File: src/rtl/post_capture_pkg.sv
package post_capture_pkg;

  localparam int ISA_ADDR_W = 20;
  localparam int ISA_DATA_W = 8;
  localparam int SEL_W      = 3;
  localparam int PORT_W     = 12;

  function automatic logic [PORT_W-1:0] port_for_sel(input logic [SEL_W-1:0] sel);
    logic [PORT_W-1:0] p;
    case (sel)
      3'd0:    p = 12'h080;
      3'd1:    p = 12'h084;
      3'd2:    p = 12'h090;
      3'd3:    p = 12'h300;
      3'd4:    p = 12'h680;
      3'd5:    p = 12'h060;
      3'd6:    p = 12'h190;
      default: p = 12'h378;
    endcase
    return p;
  endfunction

endpackage

File: src/rtl/post_sync.sv
module post_sync #(
  parameter int W = 8,
  parameter int STAGES = 2,
  parameter logic [W-1:0] IDLE = '0
) (
  input  logic         clk,
  input  logic         rst,
  input  logic [W-1:0] din,
  output logic [W-1:0] sync_o,
  output logic [W-1:0] dly_o
);

  logic [W-1:0] stage [STAGES];

  for (genvar i = 0; i < STAGES; i++) begin : g_stage
    if (i == 0) begin : g_first
      always_ff @(posedge clk) begin
        if (rst) stage[i] <= IDLE;
        else     stage[i] <= din;
      end
    end else begin : g_next
      always_ff @(posedge clk) begin
        if (rst) stage[i] <= IDLE;
        else     stage[i] <= stage[i-1];
      end
    end
  end

  always_ff @(posedge clk) begin
    if (rst) dly_o <= IDLE;
    else     dly_o <= stage[STAGES-1];
  end

  assign sync_o = stage[STAGES-1];

endmodule

File: src/rtl/post_port_sel.sv
module post_port_sel
  import post_capture_pkg::*;
(
  input  logic              clk,
  input  logic              rst,
  input  logic [SEL_W-1:0]  sel,
  output logic [PORT_W-1:0] port_q,
  output logic              sel_change
);

  logic [SEL_W-1:0] sel_q;

  always_ff @(posedge clk) begin
    if (rst) begin
      sel_q  <= '0;
      port_q <= port_for_sel('0);
    end else begin
      sel_q  <= sel;
      port_q <= port_for_sel(sel);
    end
  end

  assign sel_change = (sel != sel_q);

  AST_PORT_FOLLOWS_SEL: assert property (@(posedge clk) disable iff (rst)
    $stable(sel) && !$past(rst) |=> $stable(port_q)) else $error("port moved without select change");

endmodule

File: src/rtl/post_history.sv
module post_history #(
  parameter int DEPTH = 3,
  parameter int DW    = 8
) (
  input  logic                clk,
  input  logic                rst,
  input  logic                clear,
  input  logic                push,
  input  logic [DW-1:0]       din,
  output logic [DEPTH*DW-1:0] codes_o,
  output logic [DEPTH-1:0]    valid_o
);

  logic [DW-1:0]    slot [DEPTH];
  logic [DEPTH-1:0] vld;

  always_ff @(posedge clk) begin
    if (rst || clear) begin
      vld <= '0;
      for (int i = 0; i < DEPTH; i++) slot[i] <= '0;
    end else if (push) begin
      slot[0] <= din;
      for (int i = 1; i < DEPTH; i++) slot[i] <= slot[i-1];
      vld <= {vld[DEPTH-2:0], 1'b1};
    end
  end

  for (genvar i = 0; i < DEPTH; i++) begin : g_out
    assign codes_o[i*DW +: DW] = slot[i];
  end
  assign valid_o = vld;

  AST_RESET_EMPTY: assert property (@(posedge clk)
    rst |=> (vld == '0)) else $error("history not empty after reset");

  AST_SHIFT_ORDER: assert property (@(posedge clk) disable iff (rst)
    push && !clear |=> (slot[1] == $past(slot[0])) && (slot[2] == $past(slot[1]))) else $error("shift order");

  AST_CLEAR_WIPES: assert property (@(posedge clk) disable iff (rst)
    clear |=> (vld == '0)) else $error("clear left valid bits");

  for (genvar i = 1; i < DEPTH; i++) begin : g_thermo
    AST_VALID_THERMO: assert property (@(posedge clk) disable iff (rst)
      vld[i] |-> vld[i-1]) else $error("valid bits out of order");
  end

endmodule

File: src/rtl/post_capture.sv
module post_capture
  import post_capture_pkg::*;
#(
  parameter int DECODE_W    = 16,
  parameter int SYNC_STAGES = 2
) (
  input  logic                  clk,
  input  logic                  rst,
  input  logic [ISA_ADDR_W-1:0] isa_addr,
  input  logic [ISA_DATA_W-1:0] isa_data,
  input  logic                  isa_iow_n,
  input  logic                  isa_aen,
  input  logic [SEL_W-1:0]      port_sel,
  output logic [ISA_DATA_W-1:0] code0,
  output logic [ISA_DATA_W-1:0] code1,
  output logic [ISA_DATA_W-1:0] code2,
  output logic [2:0]            code_valid,
  output logic [PORT_W-1:0]     port_addr
);

  localparam int DEPTH  = 3;
  localparam int BUS_W  = 2 + ISA_ADDR_W + ISA_DATA_W;
  localparam int IOW_B  = BUS_W - 1;
  localparam int AEN_B  = BUS_W - 2;
  localparam logic [BUS_W-1:0] BUS_IDLE = {1'b1, 1'b1, {(ISA_ADDR_W + ISA_DATA_W){1'b0}}};

  logic [BUS_W-1:0] bus_in, bus_now, bus_prev;
  logic [PORT_W-1:0] port_q;
  logic sel_change, rise, hit;
  logic [ISA_DATA_W-1:0] cap_data;
  logic [DECODE_W-1:0] cap_addr;
  logic [DEPTH*ISA_DATA_W-1:0] codes;

  assign bus_in = {isa_iow_n, isa_aen, isa_addr, isa_data};

  post_sync #(.W(BUS_W), .STAGES(SYNC_STAGES), .IDLE(BUS_IDLE)) u_sync (
    .clk(clk), .rst(rst), .din(bus_in), .sync_o(bus_now), .dly_o(bus_prev)
  );

  post_port_sel u_sel (
    .clk(clk), .rst(rst), .sel(port_sel), .port_q(port_q), .sel_change(sel_change)
  );

  assign rise     = bus_now[IOW_B] & ~bus_prev[IOW_B];
  assign cap_data = bus_prev[ISA_DATA_W-1:0];
  assign cap_addr = bus_prev[ISA_DATA_W +: DECODE_W];
  assign hit      = rise && !bus_prev[AEN_B] &&
                    (cap_addr == {{(DECODE_W-PORT_W){1'b0}}, port_q});

  post_history #(.DEPTH(DEPTH), .DW(ISA_DATA_W)) u_hist (
    .clk(clk), .rst(rst), .clear(sel_change), .push(hit), .din(cap_data),
    .codes_o(codes), .valid_o(code_valid)
  );

  assign code0     = codes[0 +: ISA_DATA_W];
  assign code1     = codes[ISA_DATA_W +: ISA_DATA_W];
  assign code2     = codes[2*ISA_DATA_W +: ISA_DATA_W];
  assign port_addr = port_q;

  AST_SINGLE_CAPTURE: assert property (@(posedge clk) disable iff (rst)
    rise |=> !rise) else $error("two captures from one strobe");

  AST_CAPTURE_NEWEST: assert property (@(posedge clk) disable iff (rst)
    hit && !sel_change |=> (code0 == $past(cap_data)) && code_valid[0]) else $error("newest code wrong");

  AST_AEN_BLOCKS: assert property (@(posedge clk) disable iff (rst)
    rise && bus_prev[AEN_B] && !sel_change |=> $stable(codes) && $stable(code_valid)) else $error("DMA cycle captured");

  AST_ADDR_MISS: assert property (@(posedge clk) disable iff (rst)
    rise && (cap_addr != {{(DECODE_W-PORT_W){1'b0}}, port_q}) && !sel_change |=> $stable(codes)) else $error("wrong port captured");

endmodule

File: config.mk
export PLATFORM = sky130hd
export DESIGN_NAME = post_capture
export DESIGN_NICKNAME = d
export VERILOG_FILES = /design/src/rtl/post_capture_pkg.sv /design/src/rtl/post_sync.sv /design/src/rtl/post_port_sel.sv /design/src/rtl/post_history.sv /design/src/rtl/post_capture.sv
export SDC_FILE = /design/constraint.sdc
export NUM_CORES = 1
export LEC_CHECK = 0
export BUFFER_PORTS_ARGS = -buffer_cell sky130_fd_sc_hd__buf_2
export CAP_MARGIN = 10
export CORE_MARGIN = 10
export CORE_UTILIZATION = 29
export CTS_CLUSTER_DIAMETER = 50
export DETAILED_ROUTE_END_ITERATION = 8
export GPL_ROUTABILITY_DRIVEN = 0
export MAX_ROUTING_LAYER = met4
export PLACE_DENSITY = 0.59
export SKIP_CTS_REPAIR_TIMING = 1
export SYNTH_ARGS = -nofsm -noshare
export SYNTH_HDL_FRONTEND = slang
export SYNTH_SLANG_ARGS = --single-unit
File: constraint.sdc
create_clock -name clk -period 3.2 [get_ports clk]
set_input_delay 0.16 -clock clk [delete_from_list [all_inputs] [get_ports clk]]
set_output_delay 0.16 -clock clk [all_outputs]
set_load 0.005 [all_outputs]
---- After elaboration in Yosys (flattened, before gate mapping) ----
Memory sizes are Yosys's and may differ from the RTL's.
Index checks and enable logic that the tools add are counted.
word-level totals
  word-level logic and storage cells ...... 40
  RAM bits ................................ 84
  output and inout port bits .............. 39
  input bits .............................. 35
  memories kept ........................... 2
  flip-flop bits (word level) ............. 48
memory list
  memory        words  bits a word  rd ports  clocked after Yosys merged registers in  write ports  line                source
  u_sync.stage  2      30           2         0                                        2            post_sync.sv:13     logic [W-1:0] stage [STAGES];
  u_hist.slot   3      8            3         0                                        3            post_history.sv:14  logic [DW-1:0] slot [DEPTH];
operators by class
  mux-type cells .......................... 14
  bitwise gates (word level) .............. 7
  reductions and logical operators ........ 5
  equality and inequality tests ........... 8
operators with widths
  cell                                                  count
  case mux 11 bit (7 select lines)                      1
  2-to-1 mux 30 bit                                     2
  2-to-1 mux 8 bit                                      3
  equality test 16 x 12 -> 1 bit                        1
  equality test 3 bit (second input constant)           3
  2-to-1 mux 1 bit                                      8
  equality test 3 x 2 -> 1 bit (second input constant)  2
  bitwise OR 1 bit                                      5
  equality test 3 x 1 -> 1 bit (second input constant)  1
  logical NOT 3 bit                                     1
  != test 3 bit                                         1
  logical AND 1 bit                                     2
  bitwise AND 1 bit                                     1
  logical NOT 1 bit                                     1
  logical OR 1 bit                                      1
  inverter 1 bit                                        1

---- Logic depth before layout (Yosys ltp) ----
Gate-level depths: netlist of run 1.
  word-level depth ........................ 8
  gate-level depth with buffers ........... 5
  depth with buffers taken out ............ 4

---- By module ----
From an unflattened synthesis of run 1, not the netlist that was laid out.
unflattened totals
  cell total of the unflattened synthesis .. 307
  area total of the unflattened synthesis .. 3992.6 um^2
modules (own cells, without submodules)
  module         cells an instance  sequential area each (um^2)  instances  area an instance (um^2)
  post_sync      190                1801.7                       1          2427.3
  post_history   61                 780.7                        1          1034.7
  post_port_sel  37                 220.2                        1          376.6
  post_capture   19                 0.0                          1          153.9

---- Least setup slack after synthesis of run 1 ----
Ideal clock, no wire load.
  path kind ............................... reg-to-reg
  start point ............................. register u_sync.dly_o[28] (read register of u_sync.stage)
  end point ............................... memory u_hist.slot[0][0] (enable)
  data arrival time ....................... 1.871 ns
  setup time .............................. 0.384 ns
  cell stages (with the launch flop) ...... 5
  clock period less this slack ............ 2.256 ns
  slack ................................... 0.944 ns
  cell sequence ........................... dfxtp_1 -> nor4_1 -> o2111ai_1 -> nor3_1 -> nand2b_1
RTL lines
  element      line                source
  from (decl)  post_sync.sv:10     output logic [W-1:0] dly_o
  to (decl)    post_history.sv:14

==> impl_metrics.py, run 1 <==
metrics = {
    "outcome": {
        "outcome": "finished, final reports clean",
    },
    "pwr": {
        "power_density_nw_per_um2": 732,
        "p_leak_uw": 0.00213,
        "peakVddDrop_v": 0.000273,
    },
    "place": {
        "pre_cts_ws_ns": 0.812,
        "dp.cells": 504,
        "io_buffers": 66,
        "dpl.hpwl_um": 4130,
    },
    "die": {
        "core_area_um2": 12100,
        "die_h_um": 131,
        "die-area_um2": 17300,
        "start_util": 0.298,
        "num_io_pins": 74,
        "std_cell_rows": 40,
        "die_w_um": 131,
    },
    "yosys": {
        "ys_warn_count": 0,
        "synth_top_area_cell": "dfxtp_1",
        "synth_seq_cells": 116,
        "yosysTopAreaCellShare": 0.511,
        "ys_seq_area_frac": 0.711,
        "ys_types": 27,
        "synthTopCellsByArea": "dfxtp_1 51%, edfxtp_1 20%, nor2b_1 13%",
        "syn_area_um2": 3600,
        "synthCells": 280,
        "syn_area_per_cell_um2": 12.9,
    },
    "clocking": {
        "cts_root_buffer": "clkbuf_16",
        "cts.htree.levels": 4,
        "cts.sinks": 116,
        "cts_buffers": 17,
        "cts_tree": "yes",
        "path_clk_slew_ns": 0.05,
        "insertion_delay_ns": 0.40,
        "clockBufferDepth": 2,
    },
    "routing": {
        "wl_per_cell_um": 11.0,
        "drtAntennaViolNets": 0,
        "drc_errors": 0,
        "via_per_inst": 3.71,
        "drtIter0Drc": 107,
        "firstDrtPassIters": 4,
        "vias": 2082,
        "wl_um": 6150,
    },
    "critical_path": {
        "ff2ff_path_depth": 5,
        "r2r_start": "u_sync.dly_o[19]",
        "worstSetupPathType": "reg -> reg",
        "arrival_ns": 2.46,
        "cp_max_fo": 24,
        "timing.rr.end": "u_hist.slot[0][5]",
        "reg2reg_slack_ns": 0.81,
        "start_kind": "flip-flop",
        "cp.required_ns": 3.27,
        "endpoint_kind": "flip-flop",
    },
    "layout": {
        "antenna_cells": 0,
        "fin_nets": 416,
        "area.growth.synth_to_final_pct": 38.0,
        "final_layout_size_suffix_gt1_frac": 0.275,
        "fin_cells": 561,
    },
    "global_routing": {
        "grt_max_degree": 63,
        "track_usage": 0.0739,
        "overflow": 0,
        "antenna_found_initial": 0,
        "grt_pass1_wl_um": 9700,
        "grt_pass1_vias": 2081,
    },
    "timing": {
        "maxSlewViolCount": 0,
        "slew_headroom": 0.507,
        "hold_viol_final": 0,
        "tightestPinTransition_ns": 0.732,
        "finClkSkew_ns": 0.00825,
        "fin_crit_sh": 0.748,
        "clock.fmax_ghz": 0.418,
        "layout_setup_ws_ns": 0.807,
        "setup_viol": 0,
        "totalNegativeSetupSlack_ns": 0,
        "rsz0062_at_grt": "no",
        "min_period_ns": 2.39,
    },
    "hold_path": {
        "holdCritPathClass": "in -> reg",
        "hold_end": "u_sel.port_q[2]",
        "min_path_cells": 2,
        "hp-start": "port_sel[2]",
    },
    "run": {
        "maxCapViolCount": 0,
    },
}
[cell usage after synthesis]
| library cell | count |
|---|---|
| a21oi_1 | 1 |
| and2_1 | 25 |
| and3_1 | 1 |
| buf_4 | 4 |
| buf_6 | 2 |
| clkbuf_1 | 9 |
| conb_1 | 1 |
| dfxtp_1 | 92 |
| edfxtp_1 | 24 |
| inv_1 | 3 |
| mux2i_1 | 2 |
| nand2_1 | 4 |
| nand2b_1 | 3 |
| nand4_1 | 4 |
| nor2_1 | 4 |
| nor2b_1 | 73 |
| nor3_1 | 2 |
| nor3b_1 | 1 |
| nor4_1 | 4 |
| nor4_4 | 1 |
| o2111ai_1 | 1 |
| o21a_1 | 1 |
| o21ai_0 | 1 |
| or2_2 | 6 |
| or4_4 | 1 |
| xnor2_1 | 7 |
| xor2_1 | 3 |
[per-stage QoR]
step	hold slack, ns	utilization	area (um^2)	power (uW)
2_1_floorplan	0.235	-	3610	1670
3_3_place_gp	0.347	0.338	4090	1710
3_5_place_dp	0.349	0.338	4090	1720
4_1_cts	-0.0778	0.389	4710	3660
5_1_grt	0.0205	0.410	4970	3770
6_report	0.0162	0.410	4970	3640
[worst max-delay path: stages (launching register included)]
cell      delay, ns
dfxtp_1        0.29
nor4_1         0.56
nand4_1        0.16
nor3_1         0.55
nand2b_1       0.18
buf_4          0.31
[cell usage in the layout, fill, tap and decap left out, drive strengths merged, types with 2 or more instances in the layout]
master	Yosys	routed
clkinv	0	4
nand2	4	4
dfxtp	92	92
dlygate4sd3	0	26
or2	6	6
nor2b	73	73
xor2	3	3
inv	3	7
edfxtp	24	24
conb	1	3
nand4	4	4
and2	25	25
clkbuf	9	18
nand2b	3	3
clkinvlp	0	2
buf	6	69
bufinv	0	3
xnor2	7	7
nor4	5	5
nor3	2	2
nor2	4	4
mux2i	2	2
[state kept, by name (all words and copies together), names as in the netlist]
register and flops:
u_sync.stage 52, u_sync.dly_o 26, u_hist.slot 24, u_sel.port_q 8
u_hist.valid_o 3, u_sel.sel_q 3
[metal layers]
metal | wire length, um | GRT usage | vias up
met5 | 0 | - | -
met4 | 89 | 0.0389 | 0
met3 | 326 | 0.0389 | 11
met2 | 2880 | 0.106 | 55
met1 | 2860 | 0.0818 | 923
li1 | - | - | 1093
[how the worst max path moves through the flow]
stage	from	endpoint	slack (ns)	cells past startpoint
3_3_place_gp	u_sync.dly_o[19]	u_hist.slot[0][3]	0.89	5
2_1_floorplan	u_sync.dly_o[28]	u_hist.slot[0][0]	0.94	4
3_5_place_dp	u_sync.dly_o[19]	u_hist.slot[0][20]	0.81	5
5_1_grt	u_sync.dly_o[19]	u_hist.slot[0][5]	0.52	5
4_1_cts	u_sync.dly_o[19]	u_hist.slot[0][5]	0.79	5
6_report	u_sync.dly_o[19]	u_hist.slot[0][5]	0.81	5
[cell type report]
type,instances,area [um^2]
inverter,3,11.3
sequential,116,2560
fill,1190,7140
multi-input combinational,148,951
clock inverter,13,173
timing repair buffer,95,613
clock buffer,18,450
tap,168,210
[power breakdown]
group	leakage, uW	internal [uW]	switching, uW
sequential	0.00104	1550	15.6
clock	0.000299	1280	653
combinational	0.000789	78.9	63.8
[kinds of logic (layout without fill, tap and decap cells)]
kind of cell / after synthesis / after routing / share of synthesized area
AO/OA/AOI/OAI: 4 / 4 / 0.00729
XOR/XNOR: 10 / 10 / 0.0243
buffers and inverters: 18 / 129 / 0.0271
flip-flops: 116 / 116 / 0.711
multiplexers: 2 / 2 / 0.00556
other: 1 / 3 / 0.00104
AND/OR/NAND/NOR: 129 / 129 / 0.224
Power figures use the tool's default switching activity.
==> inputs of run 2 (changes only) <==
--- a/config.mk
+++ b/config.mk
@@ -13,7 +13,7 @@
 export DETAILED_ROUTE_END_ITERATION = 8
 export GPL_ROUTABILITY_DRIVEN = 0
 export MAX_ROUTING_LAYER = met4
-export PLACE_DENSITY = 0.59
+export PLACE_DENSITY = 0.6
 export SKIP_CTS_REPAIR_TIMING = 1
 export SYNTH_ARGS = -nofsm -noshare
 export SYNTH_HDL_FRONTEND = slang
==> constraint.sdc (replaced) <==
create_clock -name clk -period 2.05 [get_ports clk]
set_input_delay 0.1025 -clock clk [delete_from_list [all_inputs] [get_ports clk]]
set_output_delay 0.1025 -clock clk [all_outputs]
set_load 0.005 [all_outputs]
==> impl_metrics.py, run 2 (synthesis gave the netlist of run 1 again) <==
metrics = {
    "hold_path": {
        "holdCritPathClass": "in -> reg",
        "hold_end": "u_sel.port_q[7]",
        "min_path_cells": 2,
        "hp-start": "port_sel[2]",
    },
    "pwr": {
        "peakVddDrop_v": 0.000406,
        "p_total_uw": 5910,
        "p_leak_uw": 0.00220,
        "power_density_nw_per_um2": 1160,
    },
    "timing": {
        "setup_viol": 0,
        "totalNegativeSetupSlack_ns": 0,
        "finClkSkew_ns": 0.00579,
        "maxSlewViolCount": 0,
        "slew_headroom": 0.488,
        "holdWs_ns": -0.00347,
        "min_period_ns": 1.88,
        "hold_viol_final": 1,
        "tightestPinTransition_ns": 0.768,
        "fin_crit_sh": 0.915,
        "rsz0062_at_grt": "no",
        "clock.fmax_ghz": 0.533,
    },
    "global_routing": {
        "overflow": 0,
        "grt_use_met1": 0.0892,
        "grt_max_degree": 83,
        "grt-busiest-layer": "met2",
        "track_usage": 0.0739,
        "grtUsageMet3": 0.0347,
        "antenna_found_initial": 0,
        "grt_pass1_vias": 2007,
        "met2_usage": 0.0998,
        "grt_pass1_wl_um": 9870,
    },
    "place": {
        "io_buffers": 66,
        "dpl.hpwl_um": 4000,
    },
    "routing": {
        "via_per_inst": 3.77,
        "firstDrtPassIters": 5,
        "wl_per_cell_um": 11.0,
        "drtAntennaViolNets": 0,
        "drtIter0Drc": 86,
        "wl_um": 6230,
        "drc_errors": 0,
        "vias": 2139,
    },
    "critical_path": {
        "worstSetupPathType": "in -> reg",
        "arrival_ns": 2.13,
        "r2r_start": "u_sel.sel_q[2]",
        "cp_max_fo": 24,
        "reg2reg_slack_ns": 0.22,
        "ff2ff_path_depth": 5,
        "timing.rr.end": "u_hist.slot[0][12]",
        "start_kind": "input pin",
        "endpoint_kind": "flip-flop",
        "cp.required_ns": 2.31,
    },
    "layout": {
        "fin_nets": 422,
        "largest_register_ffs": 52,
        "final_common_cell": "dfxtp_1",
        "final_layout_size_suffix_gt1_frac": 0.281,
        "layout_common_cells": "92 x dfxtp_1, 73 x nor2b_1, 66 x buf_2, 29 x dlygate4sd3_1, 25 x and2_1",
        "area.growth.synth_to_final_pct": 40.9,
        "max_flop_register": "u_sync.stage",
        "antenna_cells": 0,
        "final_util": 0.419,
        "top_regs": "u_sync.stage x52, u_sync.dly_o x26, u_hist.slot x24",
    },
    "clocking": {
        "cts.htree.levels": 4,
        "cts_tree": "yes",
        "path_clk_slew_ns": 0.05,
        "cts_root_buffer": "clkbuf_16",
        "cts.sinks": 116,
        "cts_buffers": 17,
        "clockBufferDepth": 2,
        "insertion_delay_ns": 0.39,
    },
    "die": {
        "std_cell_rows": 40,
        "die-area_um2": 17300,
        "start_util": 0.298,
        "num_io_pins": 74,
        "die_h_um": 131,
        "die_w_um": 131,
        "core_area_um2": 12100,
    },
    "outcome": {
        "outcome": "finished, violations left",
        "violations": "negative hold slack",
    },
    "run": {
        "maxCapViolCount": 0,
    },
}
run 2: changes by cell type in the layout (fill, tap and decap cells not counted):
cell and change:
inv_4 +1, dlygate4sd3_1 +3, clkinv_2 +2, buf_12 +1, nand2b_1 -1, inv_6 -2
clkinvlp_4 -1, buf_4 +2, nand2b_2 +1, clkbuf_8 +1, clkinv_4 -3, bufinv_16 +2
run 2: final cells by class:
class	count	area (um^2)
clock buffer	19	464
inverter	3	11.3
sequential	116	2560
multi-input combinational	148	953
tap	168	210
clock inverter	12	198
fill	1152	7030
timing repair buffer	101	678
run 2: where the power goes:
part | total (uW) | internal (uW) | switching, uW
combinational | 235 | 132 | 103
clock | 3230 | 2260 | 971
sequential | 2440 | 2420 | 24.9
total | 5910 | 4810 | 1100
run 2: routing by layer:
layer	routed length [um]	share of wire
met5	0	0
met4	36	0.0058
met3	321	0.051
met2	2850	0.46
met1	3030	0.49
run 2: metrics by stage:
stage / worst slack, ns / std cells / area, um^2 / hold WS, ns
final: 0.174 / 567 / 5080 / -0.00347
after global routing: 0.0741 / 567 / 5080 / 0.00473
after CTS: 0.208 / 538 / 4790 / -0.130
after detailed placement: 0.226 / 507 / 4130 / 0.290
after global placement: 0.223 / 507 / 4130 / 0.288
after floorplan: 0.0407 / 282 / 3610 / 0.178
run 2: how the worst max path moves through the flow:
| stage | startpoint | end | slack [ns] | depth (start not counted) |
|---|---|---|---|---|
| finish | port_sel[1] | u_hist.slot[0][12] | 0.17 | 7 |
| global route | port_sel[1] | u_hist.slot[0][7] | 0.07 | 7 |
| CTS | u_sel.sel_q[2] | u_hist.slot[0][12] | 0.21 | 5 |
| detailed placement | u_sel.sel_q[2] | u_hist.slot[0][12] | 0.23 | 5 |
| global placement | u_sync.dly_o[28] | u_hist.slot[0][3] | 0.22 | 5 |
| floorplan | u_sync.dly_o[28] | u_hist.slot[0][0] | 0.04 | 4 |
run 2: worst max-delay path: stages:
cell	delay, ns
dlygate4sd3_1	0.54
buf_2	0.17
xor2_1	0.18
or4_4	0.43
nor4_4	0.29
buf_4	0.26
and2_1	0.16
==> inputs of run 3 (changes only) <==
--- a/config.mk
+++ b/config.mk
@@ -5,6 +5,7 @@
 export SDC_FILE = /design/constraint.sdc
 export NUM_CORES = 1
 export LEC_CHECK = 0
+export ABC_AREA = 1
 export BUFFER_PORTS_ARGS = -buffer_cell sky130_fd_sc_hd__buf_2
 export CAP_MARGIN = 10
 export CORE_MARGIN = 10
==> impl_metrics.py, run 3 <==
metrics = {
    "outcome": {
        "outcome": "finished, final reports clean",
    },
    "timing": {
        "totalNegativeSetupSlack_ns": 0,
        "tightestPinTransition_ns": 0.767,
        "slew_headroom": 0.488,
        "min_period_ns": 1.74,
        "hold_viol_final": 0,
        "holdWs_ns": 0.344,
        "clock.fmax_ghz": 0.575,
        "finClkSkew_ns": 0.00639,
        "maxSlewViolCount": 0,
        "rsz0062_at_grt": "no",
        "setup_viol": 0,
        "fin_crit_sh": 0.848,
    },
    "hold_path": {
        "hold_end": "u_sync.dly_o[18]",
        "min_path_cells": 3,
        "hp-start": "rst",
        "holdCritPathClass": "in -> reg",
    },
    "layout": {
        "area.growth.synth_to_final_pct": 34.5,
        "layout_common_cells": "130 x inv_1, 92 x nor2_1, 92 x dfxtp_1, 66 x buf_2, 41 x nand2_1",
        "max_flop_register": "u_sync.stage",
        "final_layout_size_suffix_gt1_frac": 0.234,
        "antenna_cells": 0,
        "largest_register_ffs": 52,
        "final_common_cell": "inv_1",
        "top_regs": "u_sync.stage x52, u_sync.dly_o x26, u_hist.slot x24",
        "fin_nets": 585,
        "fin_area_um2": 5460,
    },
    "yosys": {
        "synth_top_area_cell": "dfxtp_1",
        "synth_common_cells": "130 x inv_1, 92 x dfxtp_1, 92 x nor2_1",
        "synth_top_family_by_area": "simple AND/OR/NAND/NOR gates",
        "synth_edf_count": 24,
        "synth-simple-area-share": 0.212,
        "syn_area_um2": 4060,
        "synth_seq_cells": 116,
        "synth_xor_xnor_area_share": 0,
        "synthTopCellsByArea": "dfxtp_1 45%, edfxtp_1 18%, inv_1 12%",
        "ys_warn_count": 0,
        "post-synth-top-count-cell": "inv_1",
        "ys_seq_area_frac": 0.631,
        "yosysTopAreaCellShare": 0.453,
        "syn_area_per_cell_um2": 9.15,
        "synthCells": 444,
        "synth_compound_area_frac": 0.00770,
        "synth_ff_type": "dfxtp_1",
        "synth-adder-area-share": 0,
        "ys_async_sr_fraction": 0,
        "ys_types": 24,
        "muxShareOfSynthArea": 0,
    },
    "clocking": {
        "clockBufferDepth": 2,
        "path_clk_slew_ns": 0.05,
        "cts_buffers": 17,
        "insertion_delay_ns": 0.40,
        "cts_tree": "yes",
        "cts.htree.levels": 4,
        "cts_root_buffer": "clkbuf_16",
        "cts.sinks": 116,
    },
    "die": {
        "core_area_um2": 13800,
        "start_util": 0.294,
        "die_h_um": 138,
        "die_w_um": 138,
        "num_io_pins": 74,
        "std_cell_rows": 43,
        "die-area_um2": 19100,
    },
    "routing": {
        "via_per_inst": 3.54,
        "drtAntennaViolNets": 0,
        "wl_per_cell_um": 9.50,
        "drtIter0Drc": 148,
        "firstDrtPassIters": 4,
        "drc_errors": 0,
        "wl_um": 7060,
        "vias": 2633,
    },
    "pwr": {
        "power_density_nw_per_um2": 1030,
        "sw_frac_of_total": 0.200,
        "p_leak_uw": 0.00254,
        "peakVddDrop_v": 0.000580,
        "p_int_uw": 4500,
        "clkPwrFrac": 0.516,
        "combPwrFrac": 0.048,
        "p_seq_frac": 0.436,
        "p_total_uw": 5620,
        "p_sw_uw": 1120,
    },
    "place": {
        "io_buffers": 66,
        "dpl.hpwl_um": 4870,
        "place_area_um2": 4560,
    },
    "critical_path": {
        "start_kind": "flip-flop",
        "arrival_ns": 1.86,
        "ff2ff_path_depth": 8,
        "cp.required_ns": 2.17,
        "timing.rr.end": "u_hist.slot[0][23]",
        "endpoint_kind": "flip-flop",
        "worstSetupPathType": "reg -> reg",
        "r2r_start": "u_sel.port_q[6]",
        "reg2reg_slack_ns": 0.31,
        "cp_max_fo": 25,
    },
    "global_routing": {
        "antenna_found_initial": 0,
        "overflow": 0,
        "grt_pass1_wl_um": 11800,
        "track_usage": 0.0792,
        "grt_max_degree": 83,
        "grt_pass1_vias": 2607,
    },
    "run": {
        "maxCapViolCount": 0,
    },
}
## run 3: how the worst max path moves through the flow
stage	start	end	slack, ns	cells after the start
2_1_floorplan	u_sel.port_q[6]	u_hist.slot[0][0]	0.15	6
3_3_place_gp	u_sync.dly_o[20]	u_hist.slot[0][13]	0.38	8
3_5_place_dp	u_sel.port_q[6]	u_hist.slot[0][23]	0.29	8
4_1_cts	u_sel.port_q[6]	u_hist.slot[0][23]	0.28	8
5_1_grt	u_sync.dly_o[20]	u_hist.slot[0][10]	0.16	8
6_report	u_sel.port_q[6]	u_hist.slot[0][23]	0.31	8
## run 3: power by group through the flow
stage | combinational, uW | clock (uW) | sequential, uW
6_report | 268 | 2900 | 2450
3_5_place_dp | 227 | 0 | 2500
5_1_grt | 308 | 3080 | 2460
4_1_cts | 229 | 2970 | 2450
3_3_place_gp | 222 | 0 | 2490
2_1_floorplan | 138 | 0 | 2490
## run 3: kinds of logic after synthesis
logic type / Yosys count
AND/OR/NAND/NOR: 173
buffers and inverters: 148
flip-flops: 116
AO/OA/AOI/OAI: 6
other: 1
## run 3: final cells by class
class,count,area [um^2]
Tap cell,180,225
Inverter,133,499
Timing Repair Buffer,100,676
Fill cell,1370,8360
Multi-Input combinational cell,182,903
Clock buffer,24,503
Sequential cell,116,2560
Clock inverter,8,95.1
## run 3: metrics by stage
step                      utilization  setup slack, ns  instances
after floorplan                     -            0.152        446
after global placement          0.329            0.375        680
after detailed placement        0.329            0.290        680
after CTS                       0.373            0.282        712
after global routing            0.395            0.163        743
final                           0.395            0.312        743
## run 3: critical path, cell delays in order, from the launching register on
cell	delay [ns]
dfxtp_1	0.38
inv_1	0.07
nor2_1	0.14
nor2_1	0.07
nand2_1	0.08
nor2_2	0.07
nand3_4	0.05
buf_4	0.50
nor2_1	0.10
## run 3: routing by layer
layer / global-route usage / vias to the layer above / part of all wire / routed length [um]
met3: 0.0322 / 14 / 0.039 / 273
met2: 0.111 / 71 / 0.43 / 3010
li1: - / 1451 / - / -
met5: - / - / 0 / 0
met1: 0.0888 / 1097 / 0.50 / 3540
met4: 0.0583 / 0 / 0.034 / 237
